File: src/rtl/nvs_pkg.sv
package nvs_pkg;

  typedef enum logic [2:0] {
    ST_PWRUP  = 3'd0,
    ST_READY  = 3'd1,
    ST_GRACE  = 3'd2,
    ST_STORE  = 3'd3,
    ST_RECALL = 3'd4
  } nvs_state_e;

  function automatic logic locks_io(input nvs_state_e s);
    return (s == ST_PWRUP) || (s == ST_STORE) || (s == ST_RECALL);
  endfunction

endpackage

File: src/rtl/nvs_hw_req_filter.sv
module nvs_hw_req_filter #(
  parameter int MIN_CYC = 3
) (
  input  logic clk,
  input  logic rst,
  input  logic hw_n,
  output logic req
);
  localparam int CW = $clog2(MIN_CYC + 1);
  localparam logic [CW-1:0] LAST = CW'(MIN_CYC - 1);
  localparam logic [CW-1:0] SAT  = CW'(MIN_CYC);

  logic [CW-1:0] low_cnt;

  always_ff @(posedge clk) begin
    if (rst) begin
      low_cnt <= '0;
      req     <= 1'b0;
    end else begin
      req <= !hw_n && (low_cnt == LAST);
      if (hw_n)
        low_cnt <= '0;
      else if (low_cnt != SAT)
        low_cnt <= low_cnt + 1'b1;
    end
  end
endmodule

File: src/rtl/nvs_dirty_flag.sv
module nvs_dirty_flag (
  input  logic clk,
  input  logic rst,
  input  logic wr,
  input  logic lock,
  input  logic clr,
  output logic dirty
);
  always_ff @(posedge clk) begin
    if (rst)
      dirty <= 1'b0;
    else if (clr)
      dirty <= 1'b0;
    else if (wr && !lock)
      dirty <= 1'b1;
  end
endmodule

File: src/rtl/nvs_op_timer.sv
module nvs_op_timer #(
  parameter int W       = 8,
  parameter int RST_VAL = 0
) (
  input  logic         clk,
  input  logic         rst,
  input  logic         load,
  input  logic [W-1:0] load_val,
  output logic [W-1:0] count,
  output logic         expired
);
  always_ff @(posedge clk) begin
    if (rst)
      count <= W'(RST_VAL);
    else if (load)
      count <= load_val;
    else if (count != '0)
      count <= count - 1'b1;
  end

  assign expired = (count == '0);
endmodule

File: src/rtl/nv_store_seq.sv
module nv_store_seq #(
  parameter int GRACE_CYC  = 6,
  parameter int STORE_CYC  = 20,
  parameter int RECALL_CYC = 12,
  parameter int PWRUP_CYC  = 16,
  parameter int HW_MIN_CYC = 3
) (
  input  logic clk,
  input  logic rst,
  input  logic low_vdd,
  input  logic hw_store_n,
  input  logic sw_store,
  input  logic sw_recall,
  input  logic sram_we,
  output logic io_lock,
  output logic busy,
  output logic store_start,
  output logic recall_start
);
  import nvs_pkg::*;

  localparam int MAX_GS  = (GRACE_CYC > STORE_CYC) ? GRACE_CYC : STORE_CYC;
  localparam int MAX_RP  = (RECALL_CYC > PWRUP_CYC) ? RECALL_CYC : PWRUP_CYC;
  localparam int MAX_CYC = (MAX_GS > MAX_RP) ? MAX_GS : MAX_RP;
  localparam int TW      = $clog2(MAX_CYC + 1);

  nvs_state_e    state_q, state_n;
  logic          hw_req, hw_pend_q, hw_any, pend_clr;
  logic          dirty_q, op_done, pwrup_go;
  logic          tmr_load, tmr_exp;
  logic [TW-1:0] tmr_val, tmr_cnt;

  nvs_hw_req_filter #(.MIN_CYC(HW_MIN_CYC)) u_filt (
    .clk  (clk),
    .rst  (rst),
    .hw_n (hw_store_n),
    .req  (hw_req)
  );

  nvs_dirty_flag u_dirty (
    .clk   (clk),
    .rst   (rst),
    .wr    (sram_we),
    .lock  (io_lock),
    .clr   (op_done),
    .dirty (dirty_q)
  );

  nvs_op_timer #(.W(TW), .RST_VAL(PWRUP_CYC - 1)) u_tmr (
    .clk      (clk),
    .rst      (rst),
    .load     (tmr_load),
    .load_val (tmr_val),
    .count    (tmr_cnt),
    .expired  (tmr_exp)
  );

  assign hw_any   = hw_pend_q | hw_req;
  assign op_done  = tmr_exp && ((state_q == ST_STORE) || (state_q == ST_RECALL) ||
                                ((state_q == ST_PWRUP) && !low_vdd));
  assign pwrup_go = (state_q == ST_PWRUP) && !low_vdd && (tmr_cnt == TW'(PWRUP_CYC - 1));

  // next-state selection; ready-state triggers in fixed priority
  always_comb begin
    state_n  = state_q;
    pend_clr = 1'b0;
    unique case (state_q)
      ST_PWRUP: if (!low_vdd && tmr_exp) state_n = ST_READY;
      ST_READY: begin
        pend_clr = 1'b1;
        if (low_vdd)
          state_n = dirty_q ? ST_STORE : ST_PWRUP;
        else if (hw_any)
          state_n = dirty_q ? ST_GRACE : ST_READY;
        else if (sw_store)
          state_n = dirty_q ? ST_STORE : ST_READY;
        else if (sw_recall)
          state_n = ST_RECALL;
      end
      ST_GRACE: if (tmr_exp) state_n = ST_STORE;
      ST_STORE, ST_RECALL: if (tmr_exp) state_n = low_vdd ? ST_PWRUP : ST_READY;
      default: state_n = ST_READY;
    endcase
  end

  assign tmr_load = (state_n != state_q) || ((state_q == ST_PWRUP) && low_vdd);

  always_comb begin
    unique case (state_n)
      ST_GRACE:  tmr_val = TW'(GRACE_CYC - 1);
      ST_STORE:  tmr_val = TW'(STORE_CYC - 1);
      ST_RECALL: tmr_val = TW'(RECALL_CYC - 1);
      ST_PWRUP:  tmr_val = TW'(PWRUP_CYC - 1);
      default:   tmr_val = '0;
    endcase
  end

  always_ff @(posedge clk) begin
    if (rst) begin
      state_q      <= ST_PWRUP;
      hw_pend_q    <= 1'b0;
      busy         <= 1'b1;
      io_lock      <= 1'b1;
      store_start  <= 1'b0;
      recall_start <= 1'b0;
    end else begin
      state_q      <= state_n;
      hw_pend_q    <= pend_clr ? 1'b0 : (hw_pend_q | hw_req);
      busy         <= (state_n != ST_READY);
      io_lock      <= locks_io(state_n);
      store_start  <= (state_n == ST_STORE) && (state_q != ST_STORE);
      recall_start <= ((state_n == ST_RECALL) && (state_q != ST_RECALL)) || pwrup_go;
    end
  end
endmodule

File: config.mk
export PLATFORM = sky130hd
export DESIGN_NAME = nv_store_seq
export DESIGN_NICKNAME = d
export VERILOG_FILES = /design/src/rtl/nvs_pkg.sv /design/src/rtl/nvs_hw_req_filter.sv /design/src/rtl/nvs_dirty_flag.sv /design/src/rtl/nvs_op_timer.sv /design/src/rtl/nv_store_seq.sv
export SDC_FILE = /design/constraint.sdc
export NUM_CORES = 1
export LEC_CHECK = 0
export ABC_AREA = 1
export CAP_MARGIN = 20
export CORE_MARGIN = 3
export CORE_UTILIZATION = 55
export DETAILED_ROUTE_END_ITERATION = 8
export DONT_BUFFER_PORTS = 1
export PLACE_DENSITY = 0.76
export SLEW_MARGIN = 20
export SYNTH_ARGS = -nofsm -noshare
export SYNTH_HDL_FRONTEND = slang
export SYNTH_SLANG_ARGS = --single-unit
File: constraint.sdc
create_clock -name clk -period 3.16 [get_ports clk]
set_clock_uncertainty 0.05 [all_clocks]
set_input_delay 0.316 -clock clk [delete_from_list [all_inputs] [get_ports clk]]
set_output_delay 0.316 -clock clk [all_outputs]
set_load 0.02 [all_outputs]
==> results of run 1 <==
## report_power, final
group,total (mW),internal (mW),switching [mW]
Combinational,0.0347,0.0139,0.0209
Clock,0.116,0.0492,0.0666
Sequential,0.226,0.220,0.00590
Total,0.376,0.283,0.0934
## area by class of cell
| cell class | count | share of cell area (%) |
|---|---|---|
| Tap cell | 25 | 2.657 |
| Clock buffer | 4 | 2.232 |
| Multi-Input combinational cell | 122 | 59.83 |
| Sequential cell | 17 | 28.91 |
| Inverter | 20 | 6.376 |
## worst max-delay path, stage by stage (launching register included)
cell     delay, ps
dfxtp_1        330
inv_1          130
ha_1           160
inv_1           30
nor2_1         140
nand2_2        140
nor2_1         250
nor2_4          90
nand3_4        120
nand2_2         70
nand2_4         90
nand3_1         90
nand2_1         90
nand3_1         60
## per-layer routing
metal  vias up  routed length (µm)  global-route usage (%)
met5         -                   0                       0
li1        526                   -                       -
met3         5                  89                   3.207
met2        18                1000                   31.97
met4         0                  54                   12.11
met1       424                1138                   27.88
## cells by family after synthesis
logic type | count (synthesis) | synth area share [%]
compound gates | 10 | 5.139
xor+xnor | 2 | 1.565
fa+ha+maj | 5 | 5.587
buf+inv | 20 | 6.704
flops | 17 | 30.39
simple gates | 105 | 50.62
## worst max path at each step
stage	slack (ps)	to	cells past startpoint
6_report	1210	u_tmr.count[1]	13
4_1_cts	1230	u_tmr.count[1]	13
3_3_place_gp	1280	u_tmr.count[1]	13
5_1_grt	1030	u_tmr.count[1]	13
3_5_place_dp	1240	u_tmr.count[1]	13
2_1_floorplan	1430	u_tmr.count[1]	13
## state kept, by name, indices dropped and copies added, names as in the netlist
register / cells
store_start: 1
hw_pend_q: 1
recall_start: 1
busy: 1
u_filt.req: 1
u_tmr.count: 5
u_dirty.dirty: 1
state_q: 3
io_lock: 1
u_filt.low_cnt: 2
## layout by cell type (no fill, tap or decap), types with 3 or more instances in the layout
cell type  instances
nor2_2             6
nand2_2            6
inv_1             15
clkbuf_4           3
inv_2              5
nand4_1            6
nand2_1           34
nand3_1           18
a21oi_1            3
nor2_1            19
dfxtp_1           17
ha_1               5
nor2_4             4
## per-stage QoR
stage	instances	utilization (%)	total power [mW]
5_1_grt	188	64.67	0.3924
6_report	188	64.67	0.3761
3_3_place_gp	184	63.23	0.2643
2_1_floorplan	159	-	0.2585
3_5_place_dp	184	63.23	0.2652
4_1_cts	188	64.67	0.3798
==> impl_metrics.tcl, run 1 <==
set metrics [dict create \
    outcome "completed" \
    yosysTopAreaCell "dfxtp_1" \
    grt_first_pass_wirelength_um 3988 \
    r2r_start "u_tmr.count[0]" \
    fin_ws_ps 1212 \
    syn-instance-count 159 \
    cts.sink_count 17 \
    drt_iter0_drc 22 \
    antenna_found_initial 0 \
    die_area_mm2 0.002613 \
    r2r_end "u_tmr.count[1]" \
    holdCritPathClass "primary input to flip-flop" \
    min_to "state_q[2]" \
    avgSynthCellArea_um2 7.043 \
    track_usage_pct 20.98 \
    ys.warnings.count 0 \
    min_period_ps 1948 \
    synth_top_area_share_pct 30.39 \
    total_leakage_power_nw 0.5741 \
    cts-root-buf "clkbuf_4" \
    tns_ps 0 \
    crit_path_max_fanout 8 \
    dpl_cell_area_mm2 0.001151 \
    holdCritStartpoint "rst" \
    vdd_drop_max_mv 0.2653 \
    port-buffer-count 0 \
    syn_nets 171 \
    rows 15 \
    wl_um 2281 \
    final_nets 176 \
    seqCellArea_um2 340.3 \
    core-area_mm2 0.001821 \
    fp.dieW_um 51.12 \
    gp_congestion 0.9690 \
    fmax_mhz 513.3 \
    die_y_um 51.12 \
    diodes 0 \
    synth_commonest_cells "nand2_1, nor2_1, nand3_1, dfxtp_1, inv_1" \
    timing.final.hold_violations 0 \
    cts_resized 0 \
    viasPerCell 5.176 \
    drc 0 \
    drive_above_1_share_pct 20.25 \
    startpoint "u_tmr.count[0]" \
    cts.clk_slew.worst_paths_ps 90 \
    grt_pass1_vias 892 \
    holdWs_ps 24.43 \
    r2r_cells 13 \
    drt_first_pass_iters 4 \
    finish.instance_area_mm2 0.001177 \
    postCtsSetupRepairBufs 0 \
    grt_start_max_net_pins 10 \
    ys_seq_area_share_pct 30.39 \
    finalSetupViolCount 0 \
    initial_core_util_pct 61.51 \
    postCtsHoldBufs 0 \
    crit_path_end_kind "flip-flop" \
    synth_edf_count 0 \
    path_class "flip-flop to flip-flop" \
    r2r_slack_ps 1210 \
    ant_nets 0 \
    n_fill_cell 149 \
    cp-start-kind "flip-flop" \
    drv_cap 0 \
    multi_input_area_um2 704.4 \
    boundaryPins 11 \
    slew-limit-headroom_pct 75.51 \
    critPathArrivalTime_ps 2080 \
    h-tree-depth 1 \
    wire_per_inst_um 12.13 \
    area_growth_pct 5.140 \
    ys_seq_elements 17 \
    slew_viol_final 0 \
    dp_slack_ps 1237 \
    synth_cell_type_count 24 \
    ys_top_cells_by_area "dfxtp_1, nand2_1, nand3_1, nor2_1, ha_1" \
    syn-cell-area_mm2 0.001120 \
    worst_pin_slew_ps 366.1 \
    min_path_cells 1 \
    insertion_delay_ps 300 \
    cts_tree "yes" \
    hpwlAfterDp_um 1870 \
    power_density_mw_per_mm2 319.5 \
    grt.overflow.total 0 \
    synthArstFlopShare_pct 0 \
    crit_required_ps 3290 \
    rsz0062_at_grt "false" \
    vias 973 \
    synth_ff_type "dfxtp_1" \
    cts_buffers 3 \
    clockBufferDepth 2 \
    fin_crit_sh_pct 61.65 \
    synth.most_common_cell "nand2_1" \
]
Note: power is estimated with default switching activity, not from simulation.
==> run 2: changes to the inputs <==
==> constraint.sdc (replaced) <==
create_clock -name clk -period 1.95 [get_ports clk]
set_clock_uncertainty 0.05 [all_clocks]
set_input_delay 0.195 -clock clk [delete_from_list [all_inputs] [get_ports clk]]
set_output_delay 0.195 -clock clk [all_outputs]
set_load 0.02 [all_outputs]
==> run 2 against run 1 <==
Effect of this change: sequential share of layout area fell by 2.1 points; critical path depth fell by 1; flip-flop and latch count did not move; die area did not move; critical path type unchanged; first-iteration DRC count fell by 41%; sequential power rose by 62%; utilization rose by 6.0 points; cell count rose by 4.8%; register-to-register slack got worse by 1100 ps; combinational power rose by 97%; worst hold slack got worse by 14 ps; design area rose by 9.2%.
==> impl_metrics.tcl, run 2 (same netlist as run 1, synthesis figures left out) <==
set metrics [dict create \
    outcome "completed" \
    clockBufferDepth 2 \
    slowest_delay_ps 360 \
    ant_nets 0 \
    track_usage_pct 19.58 \
    wl_um 2556 \
    critPathArrivalTime_ps 1940 \
    dp_slack_ps 38.83 \
    fin_ws_ps 141.1 \
    pwr-share-clk_pct 31.5 \
    vdd_drop_max_mv 0.6387 \
    swShare_pct 26.98 \
    wire_per_inst_um 12.97 \
    diodes 0 \
    seqPwrFrac_pct 57.8 \
    top_register "u_tmr.count" \
    critPathTopFamily "simple AND/OR/NAND/NOR gates" \
    finalNonFillerCells 197 \
    area_growth_pct 14.86 \
    grt_start_max_net_pins 12 \
    path_cells "inv_4 -> ha_1 -> inv_1 -> nor2_2 -> nand2_4 -> inv_2 -> o21ai_2 -> nand2_2 -> nor2_4 -> nand3_4 -> nand3_1 -> nand3_1" \
    crit_path_end_kind "flip-flop" \
    core-area_mm2 0.001821 \
    path_buf_inv 3 \
    fin_total_pwr_mw 0.6338 \
    antenna_found_initial 0 \
    r2r_start "u_tmr.count[0]" \
    timing.final.hold_violations 0 \
    tns_ps 0 \
    largest_register_ffs 5 \
    slew_viol_final 0 \
    die_area_mm2 0.002613 \
    boundaryPins 11 \
    cts_tree "yes" \
    vias 1068 \
    viasPerCell 5.421 \
    final_nets 185 \
    combPwrFrac_pct 10.8 \
    die_y_um 51.12 \
    grt_first_pass_wirelength_um 3870 \
    slew-limit-headroom_pct 75.42 \
    cts.clk_slew.worst_paths_ps 110 \
    initial_core_util_pct 61.51 \
    final_common_cell "nand2_1" \
    holdCritPathClass "primary input to flip-flop" \
    drt_iter0_drc 13 \
    reg.largest.list "u_tmr.count (5), state_q (3), u_filt.low_cnt (2)" \
    crit_required_ps 2080 \
    fp.dieW_um 51.12 \
    r2r_cells 12 \
    port-buffer-count 0 \
    total_leakage_power_nw 0.6241 \
    p_int_mw 0.4628 \
    cts.sink_count 17 \
    switchingPower_mw 0.1710 \
    path_class "flip-flop to flip-flop" \
    drt_first_pass_iters 4 \
    min_period_ps 1809 \
    drive_above_1_share_pct 30.23 \
    fin_util_pct 70.65 \
    holdCritStartpoint "rst" \
    grt_pass1_vias 903 \
    power_density_mw_per_mm2 492.7 \
    dp.cells 185 \
    rows 15 \
    critPathSlowestCell "dfxtp_2" \
    fin_crit_sh_pct 92.76 \
    rsz0062_at_grt "false" \
    drv_cap 0 \
    min_to "u_filt.req" \
    fmax_mhz 552.8 \
    r2r_slack_ps 140 \
    r2r_end "u_tmr.count[3]" \
    worst_pin_slew_ps 367.4 \
    insertion_delay_ps 300 \
    cts_buffers 3 \
    finalSetupViolCount 0 \
    min_path_cells 2 \
    drc 0 \
    grt.overflow.total 0 \
    cts-root-buf "clkbuf_4" \
    h-tree-depth 1 \
    cp-start-kind "flip-flop" \
    final_cell_mix "nand2_1, nand3_1, nor2_1, dfxtp_1, inv_1" \
    hpwlAfterDp_um 1766 \
    crit_path_max_fanout 8 \
    gp_congestion 0.8779 \
    cp_common_cell "nand3_1" \
]
run 2: changes by cell type in the layout (fill, tap and decap cells not counted), moves of 2 or more:
cell,before,now
buf_4,0,8
dfxtp_1,17,15
inv_1,15,13
nand2_1,34,32
nor2_1,19,17
o21ai_1,2,0
o21ai_2,0,2
run 2: area by class of cell:
class | count | area, µm²
Clock inverter | 1 | 7.507
Clock buffer | 3 | 22.52
Inverter | 20 | 77.57
Timing Repair Buffer | 9 | 70.07
Fill cell | 135 | 534.3
Tap cell | 25 | 31.28
Sequential cell | 17 | 345.3
Multi-Input combinational cell | 122 | 732.0
run 2: what timing repair did:
item	CTS	global route
setup endpoints to repair	0	7
endpoints found under the hold margin	6	0
hold buffers	1	0
resized for setup	0	14
buffers inserted	0	7
run 2: how the worst max path moves through the flow:
| stage | start | end | slack (ps) | cells after the start |
|---|---|---|---|---|
| 6_report | u_tmr.count[0] | u_tmr.count[3] | 140 | 12 |
| 5_1_grt | u_tmr.count[0] | u_tmr.count[4] | 7 | 13 |
| 3_3_place_gp | u_tmr.count[0] | u_tmr.count[1] | 90 | 13 |
| 2_1_floorplan | u_tmr.count[0] | u_tmr.count[1] | 220 | 13 |
| 4_1_cts | u_tmr.count[0] | u_tmr.count[1] | 20 | 13 |
| 3_5_place_dp | u_tmr.count[0] | u_tmr.count[1] | 40 | 13 |
run 2: metrics by stage:
stage          hold WS [ps]  instance area, µm²
3_5_place_dp          219.8                1159
6_report              10.85                1286
2_1_floorplan         217.4                1120
5_1_grt               17.93                1286
4_1_cts               17.44                1199
3_3_place_gp          219.7                1159
run 2: power groups by stage:
stage	logic, mW	clock network [mW]	registers [mW]
global route	0.0767	0.205	0.367
detailed placement	0.0566	0	0.373
finish	0.0683	0.199	0.366
global placement	0.0555	0	0.373
floorplan	0.0474	0	0.371
CTS	0.0600	0.194	0.366
run 2: layer usage:
metal  wire length [µm]  global-route usage [%]  vias to the layer above  share of wire, %
met3                125                   2.332                        5               4.9
met1               1151                   26.31                      482                45
met4                 43                   10.31                        0               1.7
met2               1236                   30.47                       31                48
met5                  0                       0                        -                 0
li1                   -                       -                      550                 -
run 2: worst reg2reg max path, stage by stage (launching register included):
cell	delay, ps
dfxtp_2	360
inv_4	50
ha_1	190
inv_1	60
nor2_2	50
nand2_4	130
inv_2	70
o21ai_2	140
nand2_2	80
nor2_4	220
nand3_4	130
nand3_1	100
nand3_1	70
==> run 3: changes to the inputs <==
--- a/config.mk
+++ b/config.mk
@@ -6,12 +6,13 @@
 export NUM_CORES = 1
 export LEC_CHECK = 0
 export ABC_AREA = 1
+export BUFFER_PORTS_ARGS = -buffer_cell sky130_fd_sc_hd__buf_2
 export CAP_MARGIN = 20
+export CORE_ASPECT_RATIO = 0.9
 export CORE_MARGIN = 3
 export CORE_UTILIZATION = 55
 export DETAILED_ROUTE_END_ITERATION = 8
-export DONT_BUFFER_PORTS = 1
-export PLACE_DENSITY = 0.76
+export PLACE_DENSITY = 0.81
 export SLEW_MARGIN = 20
 export SYNTH_ARGS = -nofsm -noshare
 export SYNTH_HDL_FRONTEND = slang
==> constraint.sdc (replaced) <==
create_clock -name clk -period 2 [get_ports clk]
set_clock_uncertainty 0.05 [all_clocks]
set_input_delay 0.2 -clock clk [delete_from_list [all_inputs] [get_ports clk]]
set_output_delay 0.2 -clock clk [all_outputs]
set_load 0.02 [all_outputs]
==> run 3 against run 2 <==
Effect of this change: design area down 2.5%; sequential share of layout area grew 0.50 points; fmax decreased by 2.1%; worst setup slack better by 11 ps; worst hold slack gained 130 ps; global-route usage up 0.79 points; critical path type unchanged.
==> impl_metrics.tcl, run 3 (same netlist as run 1, synthesis figures left out) <==
set metrics [dict create \
    min_to "state_q[0]" \
    fmax_mhz 541.0 \
    crit_required_ps 2120 \
    gp_congestion 0.9757 \
    viasPerCell 5.342 \
    holdCritStartpoint "rst" \
    path_cells "inv_2 -> ha_1 -> inv_1 -> nor2_1 -> nand2_2 -> inv_4 -> o21ai_1 -> nand2_1 -> nor2_4 -> nand3_4 -> o21ai_1 -> nand3_1" \
    swShare_pct 24.23 \
    r2r_start "u_tmr.count[0]" \
    dp_slack_ps 64.48 \
    cts-root-buf "clkbuf_4" \
    finalSetupViolCount 0 \
    drt_iter0_drc 36 \
    postCtsHoldBufs 0 \
    rows 14 \
    holdWs_ps 136.8 \
    core-area_mm2 0.001787 \
    fin_util_pct 70.17 \
    h-tree-depth 1 \
    antenna_found_initial 0 \
    grt_start_max_net_pins 10 \
    critPathArrivalTime_ps 1960 \
    area_growth_pct 11.96 \
    p_int_mw 0.4545 \
    vdd_drop_max_mv 0.5478 \
    wire_per_inst_um 12.00 \
    finish.instance_area_mm2 0.001254 \
    slew-limit-headroom_pct 75.42 \
    die_y_um 48.81 \
    n_fill_cell 146 \
    r2r_slack_ps 150 \
    drive_above_1_share_pct 28.00 \
    fp.dieW_um 53.57 \
    vias 1063 \
    die_area_mm2 0.002614 \
    cts.sink_count 17 \
    grt_first_pass_wirelength_um 4105 \
    insertion_delay_ps 270 \
    r2r_cells 12 \
    drt_first_pass_iters 4 \
    grt.overflow.total 0 \
    slowest_delay_ps 360 \
    diodes 0 \
    cp-start-kind "flip-flop" \
    outcome "completed" \
    top_register "u_tmr.count" \
    worst_pin_slew_ps 367.4 \
    cts_buffers 3 \
    drc 0 \
    initial_core_util_pct 62.68 \
    cp_common_cell "o21ai_1" \
    dpl_cell_area_mm2 0.001200 \
    track_usage_pct 20.37 \
    drv_cap 0 \
    critPathSlowestCell "dfxtp_2" \
    combPwrFrac_pct 11.9 \
    r2r_end "u_tmr.count[0]" \
    min_path_cells 2 \
    largest_register_ffs 5 \
    final_common_cell "nand2_1" \
    pwr-share-clk_pct 28.9 \
    seqPwrFrac_pct 59.2 \
    min_period_ps 1848 \
    fin_crit_sh_pct 92.42 \
    wl_um 2388 \
    port-buffer-count 10 \
    total_leakage_power_nw 0.6184 \
    crit_path_max_fanout 8 \
    final_cell_mix "nand2_1, nor2_1, nand3_1, dfxtp_1, inv_1" \
    holdCritPathClass "primary input to flip-flop" \
    power_density_mw_per_mm2 478.4 \
    clockBufferDepth 2 \
    timing.final.hold_violations 0 \
    hpwlAfterDp_um 1944 \
    slew_viol_final 0 \
    ant_nets 0 \
    fin_total_pwr_mw 0.5998 \
    reg.largest.list "u_tmr.count (5), state_q (3), u_filt.low_cnt (2)" \
    cts_tree "yes" \
    cts.clk_slew.worst_paths_ps 90 \
    crit_path_end_kind "flip-flop" \
    final_nets 188 \
    grt_pass1_vias 963 \
    boundaryPins 11 \
    fin_ws_ps 151.6 \
    switchingPower_mw 0.1453 \
    path_class "flip-flop to flip-flop" \
]
run 3: cell types whose count changed in the layout (fill, tap and decap cells not counted), moves of 2 or more:
cell     delta
o21ai_2     -2
buf_4       -6
nand2_1     +2
buf_2      +10
o21ai_1     +2
run 3: per-layer routing:
metal  part of all wire (%)  track usage [%]  up-vias
met5                      0                0        -
met4                   0.59            3.830        0
met3                    5.3            4.281        2
met2                     46            30.82       26
met1                     48            29.57      489
li1                       -                -      546
run 3: per-stage QoR:
stage	setup TNS, ps	std cells
2_1_floorplan	0	159
3_3_place_gp	0	193
3_5_place_dp	0	193
4_1_cts	0	197
5_1_grt	-12.48	199
6_report	0	199
run 3: how the worst max path moves through the flow:
| stage | from | end | depth (start not counted) |
|---|---|---|---|
| CTS | u_tmr.count[0] | u_tmr.count[1] | 13 |
| finish | u_tmr.count[0] | u_tmr.count[0] | 12 |
| global placement | u_tmr.count[0] | u_tmr.count[1] | 13 |
| floorplan | u_tmr.count[0] | u_tmr.count[1] | 13 |
| detailed placement | u_tmr.count[0] | u_tmr.count[1] | 13 |
| global route | u_tmr.count[1] | u_tmr.count[0] | 12 |
run 3: worst max-delay path: cells and delay by family, from the launching register on:
kind | cells | cell delay [ps]
compound gates | 2 | 200
buf+inv | 3 | 190
fa+ha+maj | 1 | 190
flops | 1 | 360
simple gates | 6 | 740
run 3: what timing repair did:
action	4_1_cts	5_1_grt
buffers inserted	0	2
gates resized for setup	0	6
setup endpoints to repair	0	5
run 3: power by group through the flow:
stage / Combinational (mW) / Sequential, mW / Clock (mW)
5_1_grt: 0.0803 / 0.356 / 0.192
3_5_place_dp: 0.0664 / 0.362 / 0
3_3_place_gp: 0.0643 / 0.362 / 0
4_1_cts: 0.0667 / 0.355 / 0.175
2_1_floorplan: 0.0462 / 0.362 / 0
6_report: 0.0711 / 0.355 / 0.173
run 3: cell type report:
class	count	area (µm²)	share of cell area, %
Multi-Input combinational cell	122	711.9	56.79
Sequential cell	17	342.8	27.35
Inverter	20	77.57	6.188
Timing Repair Buffer	12	65.06	5.190
Tap cell	24	30.03	2.395
Clock buffer	4	26.28	2.096
